**config.mk**
```make
export PLATFORM = sky130hd
export DESIGN_NAME = frame_stepper
export DESIGN_NICKNAME = d
export VERILOG_FILES = /design/src/rtl/frame_stepper.sv
export SDC_FILE = /design/constraint.sdc
export NUM_CORES = 1
export LEC_CHECK = 0
export CAP_MARGIN = 20
export CORE_MARGIN = 2
export CORE_UTILIZATION = 55
export DETAILED_ROUTE_END_ITERATION = 8
export PLACE_DENSITY_LB_ADDON = 0.05
export SLEW_MARGIN = 20
export SYNTH_ARGS = -nofsm -noshare
export SYNTH_HDL_FRONTEND = slang
export SYNTH_SLANG_ARGS = --single-unit
```
**constraint.sdc**
```tcl
create_clock -name clk -period 4.1 [get_ports clk]
set_input_delay 0.615 -clock clk [delete_from_list [all_inputs] [get_ports clk]]
set_output_delay 0.615 -clock clk [all_outputs]
set_load 0.02 [all_outputs]
```
**src/rtl/frame_stepper.sv**
```systemverilog
module frame_stepper #(
  parameter int AXES         = 8,
  parameter int VEL_W        = 16,
  parameter int MAG_W        = 12,
  parameter int SPEED_W      = 8,
  parameter int SUB_CYCLES   = 4563,
  parameter int PULSE_CYCLES = 250
) (
  input  logic                    clk,
  input  logic                    rst_n,
  input  logic                    wr_en,
  input  logic [$clog2(AXES)-1:0] wr_axis,
  input  logic [VEL_W-1:0]        wr_data,
  input  logic                    irq_ack,
  output logic                    irq,
  output logic [AXES-1:0]         step_n,
  output logic [AXES-1:0]         dir
);
  localparam int AX_W  = $clog2(AXES);
  localparam int CYC_W = $clog2(SUB_CYCLES + 1);
  localparam int PW    = $clog2(PULSE_CYCLES + 1);

  logic [CYC_W-1:0]   cyc;
  logic [SPEED_W-1:0] sub;
  logic               tick, frame_end;

  assign tick      = cyc == CYC_W'(SUB_CYCLES - 1);
  assign frame_end = tick && (sub == {SPEED_W{1'b1}});

  always_ff @(posedge clk) begin
    if (!rst_n) begin
      cyc <= '0;
      sub <= '0;
      irq <= 1'b0;
    end else begin
      cyc <= tick ? '0 : cyc + 1'b1;
      if (tick) sub <= sub + 1'b1;
      if (frame_end)    irq <= 1'b1;
      else if (irq_ack) irq <= 1'b0;
    end
  end


  irq_set_chk: assert property (@(posedge clk) disable iff (!rst_n)
    frame_end |=> irq);

  irq_clear_chk: assert property (@(posedge clk) disable iff (!rst_n)
    (irq_ack && !frame_end) |=> !irq);

  irq_hold_chk: assert property (@(posedge clk) disable iff (!rst_n)
    (irq && !irq_ack) |=> irq);

  for (genvar i = 0; i < AXES; i++) begin : g_axis
    logic [VEL_W-1:0]   shadow;
    logic [SPEED_W-1:0] speed, acc, clipped;
    logic [SPEED_W:0]   sum;
    logic [PW-1:0]      pcnt;
    logic               dir_q;

    assign sum     = {1'b0, acc} + {1'b0, speed};
    assign clipped = (|shadow[MAG_W-1:SPEED_W]) ? {SPEED_W{1'b1}} : shadow[SPEED_W-1:0];

    always_ff @(posedge clk) begin
      if (!rst_n) begin
        shadow <= '0;
        speed  <= '0;
        acc    <= '1;
        dir_q  <= 1'b1;
        pcnt   <= '0;
      end else begin
        if (wr_en && wr_axis == AX_W'(i)) shadow <= wr_data;
        if (frame_end) begin
          speed <= clipped;
          dir_q <= ~shadow[VEL_W-1];
          acc   <= '1;
        end else if (tick) begin
          acc <= sum[SPEED_W-1:0];
        end
        if (tick && !frame_end && sum[SPEED_W]) pcnt <= PW'(PULSE_CYCLES);
        else if (pcnt != '0)                    pcnt <= pcnt - 1'b1;
      end
    end

    assign step_n[i] = (pcnt == '0);
    assign dir[i]    = dir_q;


    zero_speed_chk: assert property (@(posedge clk) disable iff (!rst_n)
      (speed == '0) |-> step_n[i]);

    dir_stable_chk: assert property (@(posedge clk) disable iff (!rst_n)
      !frame_end |=> $stable(dir[i]));

    no_step_at_boundary_chk: assert property (@(posedge clk) disable iff (!rst_n)
      frame_end |=> step_n[i]);
  end
endmodule

```
==> metrics.md, run 1 <==
| Metric | Value |
|---|---|
| Metal2 WL | `14,900 um` |
| IO Pins | `40` |
| Syn Nets | `1,734` |
| Top Metal Used | `met4` |
| Slew headroom | `30.6%` |
| Hold Violations, Final | `0` |
| First-pass GRT wire length | `55,300 um` |
| Status | `finished clean` |
| Vias in the first global route | `10,900` |
| Fill count | `2,249` |
| Final WL | `32,500 um` |
| CTS Buffer Depth | `3` |
| Top area cells in the synthesized netlist | `dfxtp_1 45%, nand2_1 8.4%, ha_1 6.7%` |
| RSZ-0062 raised after global routing | `false` |
| DRT Pass-1 Iters | `5` |
| GP Congestion | `0.787` |
| Die area | `28,000 um^2` |
| FMAX | `311 MHz` |
| Total grt overflow | `0` |
| Sequential cell area | `6530 um^2` |
| Worst Path Required | `3.48 ns` |
| VDD IR max | `0.000524 V` |
| # H-tree levels | `2` |
| P_leak | `6.49 nW` |
| Cts repair resizes | `0` |
| Initial Util | `56.1%` |
| HPWL after DPL | `21,200 um` |
| Post-synth top cells | `327 x nand2_1, 326 x dfxtp_1, 181 x a21oi_1, 79 x ha_1, 58 x o221a_2` |
| Power per cell area | `542 nW/um^2` |
| Row cnt | `59` |
| Clock-pin slew on the worst setup and hold paths | `0.06 ns` |
| Total chip power | `8.83 mW` |
| Slew Limit Fails | `0` |
| Hold Crit Class | `flop to flop` |
| Synthesis Warnings | `0` |
| DR iter-0 viols | `622` |
| Setup Buffers After CTS | `0` |
| TritonCTS Buffers | `36` |
| Share of cells above drive strength 1 | `9.70%` |
| Worst EP arrival | `2.60 ns` |
| WL met1 | `15,600 um` |
| Slew @ Worst Pin | `1.04 ns` |
| Crit-path max FO | `6` |
| Synth area leader | `dfxtp_1` |
| DRT antenna net count | `0` |
| Mux contribution to synthesized area | `0.786%` |
| CP Launch Type | `flop` |
| Ys flop type | `dfxtp_1` |
| Multi-input gate area | `7550 um^2` |
| Vias after detailed routing | `11,300` |
| Largest net degree at the start of global routing | `79` |
| Synthesized area | `14,700 um^2` |
| DR vias/cell | `5.75` |
| Ant. Diodes | `0` |
| Compound-Gate Fraction of Synth Area | `19.7%` |
| CTS tree | `yes` |
| Final Critical Period | `3.21 ns` |
| Final core utilization | `62.4%` |
| Post-synthesis cell count | `1,624` |
| Max Cap Viol | `0` |
| Port bufs | `36` |
| # clock sinks | `326` |
| Hold Buf Count CTS | `0` |
| # DRC | `0` |
| Sequential fraction of the synthesis area | `44.5%` |
| TNS Setup | `0 ns` |
| Final Net Count | `1,724` |
| Adder-Cell Fraction of Synth Area | `7.84%` |
| Netlist cell types | `71` |
| Fraction of registers with async set/reset | `0%` |
| Synth Register Bits | `326` |
| Core Area | `26,100 um^2` |
| Total GRT Usage | `23.9%` |
| Combinational family with the most area after synthesis | `compound AO/OA/AOI/OAI gates` |
| Fin crit share | `78.3%` |
| Wirelength per Cell | `16.4 um` |
| Fin Clk Skew | `0.0141 ns` |
| Initial antenna violation count | `0` |
| Die Wd | `167 um` |
| CTS root buf | `clkbuf_16` |
| WS Path Type | `flop to output pin` |
| Final setup fails | `0` |
| Simple-gate share of the synthesized area | `17.8%` |
| WL met3 | `1320 um` |
| XOR/XNOR Fraction of Synth Area | `5.32%` |
| Post-synth EDFFs | `0` |
| Post-synth top area share | `44.5%` |
| Clk Latency, worst-skew pair | `0.52 ns` |
| Count leader, synth | `nand2_1` |
| Area grow syn2layout | `11.3%` |
| Setup crit end kind | `output pin` |
| Syn avg cell area | `9.02 um^2` |
| Die height | `167 um` |
[cells by family (layout without fill, tap and decap cells)]
kind of cell | Yosys count | count (layout)
AND/OR/NAND/NOR | 564 | 564
AO/OA/AOI/OAI | 419 | 419
flip-flops | 326 | 326
buffers and inverters | 128 | 144
XOR/XNOR | 89 | 89
adder cells (fa/ha/maj) | 87 | 87
multiplexers | 11 | 11
[cell type report]
type                       count  share of cell area (%)
inverter                      33                   0.775
clock buffer                  51                    6.55
timing repair buffer          47                    2.78
clock inverter                13                   0.982
tap                          335                    2.57
sequential                   326                    40.0
multi-input combinational   1170                    46.3
[layer usage]
layer  GRT usage [%]  up-vias
met1            32.5     5379
met5               0        -
met3            3.55       46
met2            40.0      179
li1                -     5744
met4            6.50        0
[sequential cells by signal, summed over array words and instances, names as in the netlist]
register	flops
g_axis.speed	64
cyc	13
g_axis.acc	64
g_axis.pcnt	64
g_axis.dir_q	8
irq	1
g_axis.shadow	104
sub	8
[stage by stage]
stage	worst slack [ns]	hold slack, ns	cells	area (um^2)
6_report	0.888	0.453	1975	16300
5_1_grt	0.711	0.466	1975	16300
4_1_cts	0.851	0.454	1975	16300
3_5_place_dp	1.13	0.446	1911	15100
3_3_place_gp	1.17	0.442	1911	15100
2_1_floorplan	2.06	0.430	1624	14700
[cells in the final DEF, fill, tap and decap left out, drive strengths merged, types with 22 or more instances in the layout]
cell and instances:
a21o 24, nand2 334, inv 35, clkbuf 51, a21oi 181, clkdlybuf4s50 35, o221a 64, o211ai 54
dfxtp 326, and3 22, nor3 25, ha 79, xnor2 45, nand3 38, xor2 44, o21ai 30
nor4 22, nor2 56
[report_power, final]
group	switching, mW	internal [mW]	total (mW)
registers	0.229	3.44	3.67
logic	0.978	0.889	1.87
clock network	1.29	2.01	3.30
total	2.49	6.34	8.83
[final timing paths]
check                                          from                  end  slack, ns  depth (start not counted)
worst max register to register               cyc[5]   g_axis[5].speed[6]       1.26                          6
worst min-delay path            g_axis[7].shadow[8]  g_axis[7].shadow[8]       0.45                          2
worst min register to register  g_axis[7].shadow[8]  g_axis[7].shadow[8]       0.45                          2
worst max-delay path              g_axis[0].pcnt[0]            step_n[0]       0.89                          6
[worst max-delay path, stage by stage, from the launching register on]
cell and delay (ns):
dfxtp_1 0.33, inv_1 0.06, ha_1 0.18, or3b_2 0.52, nand2b_1 0.22, inv_1 0.15, clkdlybuf4s50_1 0.62
No activity file was read; power rests on OpenSTA's default activity.
==> inputs of run 2 (changes only) <==
Clock period 4.1 ns to 2.96 ns, I/O delays scaled along.
==> run 2 against run 1 <==
Global-route usage fell by 0.64 points. Non-clock buffer count rose by 10. Critical path depth fell by 3. Power rose by 38%. Combinational power rose by 41%. Register-to-register slack got worse by 0.82 ns. Final cell count rose by 0.35%. Flip-flop and latch count did not move. Sequential power rose by 39%. Critical endpoint is now step_n[6]. Highest routed layer unchanged.
==> metrics.md, run 2 (synthesized netlist as in run 1, its figures left out) <==
| Metric | Value |
|---|---|
| Worst EP arrival | `2.39 ns (was 2.60 ns)` |
| Fin Clk Skew | `0.0155 ns (was 0.0141 ns)` |
| Ant. Diodes | `0 (unchanged)` |
| Initial Util | `56.1% (unchanged)` |
| Power per cell area | `742 nW/um^2 (was 542 nW/um^2)` |
| Total chip power | `12.2 mW (was 8.83 mW)` |
| Vias in the first global route | `10,700 (was 10,900)` |
| Crit-path max FO | `5 (was 6)` |
| CTS Buffer Depth | `3 (unchanged)` |
| HPWL after DPL | `20,900 um (was 21,200 um)` |
| TNS Setup | `0 ns (unchanged)` |
| Die area | `28,000 um^2 (unchanged)` |
| Hold Buf Count CTS | `0 (unchanged)` |
| Final Critical Period | `2.84 ns` |
| WS Path Type | `flop to output pin (unchanged)` |
| Slew headroom | `30.7% (was 30.6%)` |
| DRT antenna net count | `0 (unchanged)` |
| Largest Register | `g_axis.shadow (unchanged)` |
| Clk Latency, worst-skew pair | `0.52 ns (about the same)` |
| # H-tree levels | `2 (unchanged)` |
| Hold Violations, Final | `0 (unchanged)` |
| FMAX | `352 MHz` |
| CP Launch Type | `flop (unchanged)` |
| Total grt overflow | `0 (unchanged)` |
| # clock sinks | `326 (unchanged)` |
| Share of cells above drive strength 1 | `10.4% (was 9.70%)` |
| Final setup fails | `0 (unchanged)` |
| VDD IR max | `0.000707 V (was 0.000524 V)` |
| Die Wd | `167 um (unchanged)` |
| CTS tree | `yes (unchanged)` |
| Area grow syn2layout | `12.0% (was 11.3%)` |
| Hold Crit Class | `input port to flop (was flop to flop)` |
| TritonCTS Buffers | `35 (was 36)` |
| Die height | `167 um (unchanged)` |
| Slew Limit Fails | `0 (unchanged)` |
| Row cnt | `59 (unchanged)` |
| Final Net Count | `1,733 (was 1,724)` |
| P_leak | `6.59 nW (was 6.49 nW)` |
| Setup crit end kind | `output pin (unchanged)` |
| Core Area | `26,100 um^2 (unchanged)` |
| DR iter-0 viols | `737 (was 622)` |
| Total GRT Usage | `23.3% (was 23.9%)` |
| Fin crit share | `95.9%` |
| DRT Pass-1 Iters | `5 (unchanged)` |
| Port bufs | `36 (unchanged)` |
| IO Pins | `40 (unchanged)` |
| Initial antenna violation count | `1 (was 0)` |
| Most frequent cells in the layout | `326 x nand2_1, 326 x dfxtp_1, 181 x a21oi_1 (was 327 x nand2_1, 326 x dfxtp_1, 181 x a21oi_1)` |
| GP Congestion | `0.783 (was 0.787)` |
| Vias after detailed routing | `11,400 (was 11,300)` |
| Slew @ Worst Pin | `1.03 ns (was 1.04 ns)` |
| Final WL | `32,700 um (was 32,500 um)` |
| Number of flip-flops in the largest register | `104 (unchanged)` |
| Setup Buffers After CTS | `0 (unchanged)` |
| First-pass GRT wire length | `53,700 um (was 55,300 um)` |
| Clock-pin slew on the worst setup and hold paths | `0.06 ns (about the same)` |
| # DRC | `0 (unchanged)` |
| RSZ-0062 raised after global routing | `false (unchanged)` |
| Max Cap Viol | `0 (unchanged)` |
| CTS root buf | `clkbuf_16 (unchanged)` |
| Wirelength per Cell | `16.5 um (was 16.4 um)` |
| Largest net degree at the start of global routing | `143 (was 79)` |
| Status | `finished clean (unchanged)` |
| DR vias/cell | `5.74 (was 5.75)` |
| Worst Path Required | `2.52 ns (was 3.48 ns)` |
[run 2: cell types whose count changed in the layout (fill, tap and decap cells not counted), sizes merged]
cell | previous run | this run
buf | 12 | 22
clkinvlp | 2 | 1
clkbuf | 51 | 49
inv | 35 | 34
dlymetal6s2s | 0 | 2
dlygate4sd2 | 0 | 1
clkdlybuf4s50 | 35 | 32
clkinv | 6 | 7
[run 2: layout make-up]
class	count	area [um^2]
repair buffers	57	569
fillers	2271	9720
clock inverters	12	144
multi-input cells	1170	7600
well taps	335	419
clock buffers	49	1030
inverters	33	126
flip-flops and latches	326	6530
[run 2: worst paths after layout]
check | from | end | slack (ns) | depth (start not counted)
setup reg to reg | g_axis[5].speed[0] | g_axis[5].pcnt[1] | 0.44 | 7
hold reg to reg | g_axis[1].shadow[3] | g_axis[1].shadow[3] | 0.45 | 2
hold / removal | rst_n | g_axis[6].speed[3] | 0.32 | 2
setup / recovery | g_axis[6].pcnt[3] | step_n[6] | 0.12 | 3
[run 2: through the flow]
| step | worst slack [ns] | cell area [um^2] | util (%) | instances | hold slack, ns |
|---|---|---|---|---|---|
| 6_report | 0.121 | 16400 | 62.8 | 1982 | 0.324 |
| 3_3_place_gp | 0.477 | 15200 | 58.1 | 1921 | 0.441 |
| 2_1_floorplan | 0.943 | 14700 | - | 1624 | 0.430 |
| 4_1_cts | 0.0135 | 16400 | 62.6 | 1982 | 0.309 |
| 5_1_grt | 0.0292 | 16400 | 62.8 | 1982 | 0.320 |
| 3_5_place_dp | 0.482 | 15200 | 58.1 | 1921 | 0.446 |
[run 2: timing repair]
item,in CTS,in global routing
endpoints found under the setup margin,3,6
hold endpoints to repair,0,0
resized for setup,3,8
[run 2: worst max-delay path: stages, from the launching register on]
cell and delay [ns]:
dfxtp_1 0.35, or3_1 0.48, nor4_4 0.37, clkdlybuf4s50_1 0.69
[run 2: metal layers]
| metal | track usage, % | up-vias | wire [um] |
|---|---|---|---|
| li1 | - | 5774 | - |
| met4 | 7.26 | 0 | 772 |
| met3 | 3.14 | 50 | 1380 |
| met2 | 39.3 | 201 | 15100 |
| met5 | 0 | - | 0 |
| met1 | 31.1 | 5361 | 15400 |
[run 2: report_power, final]
part           switching [mW]  leakage, nW  total, mW  internal [mW]
logic                    1.38         3.36       2.64           1.27
clock network            1.74        0.582       4.44           2.70
registers               0.336         2.65       5.10           4.76
total                    3.46         6.59       12.2           8.72
==> inputs of run 3 (changes only) <==
Settings changed: CAP_MARGIN 20 to not set, SKIP_LAST_GASP set to 1.
==> run 3 against run 2 <==
Flip-flop and latch count unchanged. Worst hold slack about the same. First-iteration DRC count decreased by 8.1%. Critical path type unchanged.
==> metrics.md, run 3 (synthesized netlist as in run 1, its figures left out) <==
| Metric | Value |
|---|---|
| Status | `finished clean (unchanged)` |
| Hold Crit Class | `input port to flop (unchanged)` |
| Final Critical Period | `2.84 ns (about the same)` |
| Area grow syn2layout | `12.0% (about the same)` |
| Final core utilization | `62.8% (about the same)` |
| Initial antenna violation count | `0 (was 1)` |
| P_sw | `3.46 mW (about the same)` |
| DRT Pass-1 Iters | `5 (unchanged)` |
| Int Pwr | `8.72 mW (about the same)` |
| CTS Buffer Depth | `3 (unchanged)` |
| Final WS setup | `0.120 ns (was 0.121 ns)` |
| Slew headroom | `33.7% (was 30.7%)` |
| CP Launch Type | `flop (unchanged)` |
| Total chip power | `12.2 mW (about the same)` |
| Power per cell area | `742 nW/um^2 (about the same)` |
| Reg2Reg Launch Point | `g_axis[5].speed[0] (unchanged)` |
| Total grt overflow | `0 (unchanged)` |
| Total GRT Usage | `23.3% (unchanged)` |
| Most frequent cells in the layout | `326 x nand2_1, 326 x dfxtp_1, 181 x a21oi_1 (unchanged)` |
| Setup Buffers After CTS | `0 (unchanged)` |
| Final Net Count | `1,733 (unchanged)` |
| WS Path Type | `flop to output pin (unchanged)` |
| Port bufs | `36 (unchanged)` |
| IO Pins | `40 (unchanged)` |
| HPWL after DPL | `20,900 um (unchanged)` |
| Vias after detailed routing | `11,400 (about the same)` |
| TritonCTS Buffers | `35 (unchanged)` |
| Setup crit end kind | `output pin (unchanged)` |
| Row cnt | `59 (unchanged)` |
| # DRC | `0 (unchanged)` |
| # H-tree levels | `2 (unchanged)` |
| Max Cap Viol | `0 (unchanged)` |
| Slowest stage delay, CP | `0.69 ns (about the same)` |
| Hold depth | `2 (unchanged)` |
| # clock sinks | `326 (unchanged)` |
| GP Congestion | `0.783 (unchanged)` |
| CTS root buf | `clkbuf_16 (unchanged)` |
| Switching Share | `28.4% (about the same)` |
| Die Wd | `167 um (unchanged)` |
| Clk Latency, worst-skew pair | `0.52 ns (about the same)` |
| Final setup fails | `0 (unchanged)` |
| Hold Violations, Final | `0 (unchanged)` |
| Largest Register | `g_axis.shadow (unchanged)` |
| RSZ-0062 raised after global routing | `true (was false)` |
| Hold_sp | `rst_n (unchanged)` |
| Comb power frac | `21.7% (about the same)` |
| Worst Path Required | `2.52 ns (about the same)` |
| Crit path max-delay family | `simple AND/OR/NAND/NOR gates (unchanged)` |
| DR vias/cell | `5.75 (was 5.74)` |
| Worst hold slack | `0.324 ns (about the same)` |
| Number of flip-flops in the largest register | `104 (unchanged)` |
| CP Cell Sequence | `or3_1 > nor4_4 > clkdlybuf4s50_1 (unchanged)` |
| Clock power frac | `36.4% (about the same)` |
| P_leak | `6.58 nW (was 6.59 nW)` |
| CTS tree | `yes (unchanged)` |
| Buf+Inv Stages, Crit Path | `1 (unchanged)` |
| Crit-path max FO | `5 (unchanged)` |
| Share of cells above drive strength 1 | `10.4% (unchanged)` |
| R2R setup slack | `0.46 ns (was 0.44 ns)` |
| Fin crit share | `96.0% (was 95.9%)` |
| Fin Clk Skew | `0.0151 ns (was 0.0155 ns)` |
| Clock-pin slew on the worst setup and hold paths | `0.06 ns (about the same)` |
| Die height | `167 um (unchanged)` |
| Worst Hold Endpoint | `g_axis[6].speed[2] (was g_axis[6].speed[3])` |
| Vias in the first global route | `10,700 (unchanged)` |
| TNS Setup | `0 ns (unchanged)` |
| Largest net degree at the start of global routing | `143 (unchanged)` |
| Die area | `28,000 um^2 (unchanged)` |
| Ant. Diodes | `0 (unchanged)` |
| Worst R2R End | `g_axis[5].pcnt[1] (unchanged)` |
| DRT antenna net count | `0 (unchanged)` |
| VDD IR max | `0.000707 V (about the same)` |
| Initial Util | `56.1% (unchanged)` |
| Wirelength per Cell | `16.5 um (about the same)` |
| Slew Limit Fails | `0 (unchanged)` |
| DR iter-0 viols | `677 (was 737)` |
| Worst EP arrival | `2.40 ns (was 2.39 ns)` |
| Core Area | `26,100 um^2 (unchanged)` |
| Final WL | `32,700 um (about the same)` |
| Critical path's slowest cell | `clkdlybuf4s50_1 (unchanged)` |
| Sequential cell fraction of total power | `41.9% (about the same)` |
| FMAX | `352 MHz (about the same)` |
| Pre-CTS setup slack | `0.482 ns (unchanged)` |
| Fill count | `2,270 (was 2,271)` |
| First-pass GRT wire length | `53,700 um (unchanged)` |
| Slew @ Worst Pin | `0.991 ns (was 1.03 ns)` |
| R2R depth | `7 (unchanged)` |
[run 3: metrics by stage]
step           area (um^2)  instances
2_1_floorplan        14700       1624
3_3_place_gp         15200       1921
3_5_place_dp         15200       1921
4_1_cts              16400       1982
5_1_grt              16400       1982
6_report             16400       1982
[run 3: area by class of cell]
class                           count  area, um^2  share of cell area [%]
Clock inverter                     12         144                   0.877
Sequential cell                   326        6530                    39.8
Timing Repair Buffer               57         567                    3.45
Tap cell                          335         419                    2.55
Clock buffer                       49        1030                    6.28
Multi-Input combinational cell   1170        7600                    46.3
Inverter                           33         126                   0.770
[run 3: what timing repair did]
item	CTS	global route
endpoints found under the setup margin	3	6
pin swaps	0	0
hold buffers	0	0
cloned	0	0
gates resized for setup	3	7
[run 3: metal layers]
| layer | part of all wire, % | GRT usage, % |
|---|---|---|
| met3 | 4.2 | 3.14 |
| met2 | 46 | 39.3 |
| met5 | 0 | 0 |
| met1 | 48 | 31.1 |
| met4 | 2.6 | 7.26 |
[run 3: power by group through the flow]
stage | Clock (mW) | Combinational (mW) | Sequential, mW
2_1_floorplan | 0 | 2.07 | 5.10
3_3_place_gp | 0 | 2.55 | 5.16
3_5_place_dp | 0 | 2.60 | 5.16
4_1_cts | 4.53 | 2.63 | 5.08
5_1_grt | 4.71 | 2.97 | 5.15
6_report | 4.44 | 2.65 | 5.10
[run 3: worst max path at each step]
stage          depth (start not counted)          startpoint  slack [ns]                 to
2_1_floorplan                          7  g_axis[3].speed[0]        0.94  g_axis[3].pcnt[2]
3_3_place_gp                           6   g_axis[0].pcnt[0]        0.48          step_n[0]
3_5_place_dp                           6   g_axis[0].pcnt[0]        0.48          step_n[0]
4_1_cts                                6   g_axis[5].pcnt[0]        0.01          step_n[5]
5_1_grt                                6   g_axis[5].pcnt[0]       -0.03          step_n[5]
6_report                               3   g_axis[6].pcnt[3]        0.12          step_n[6]
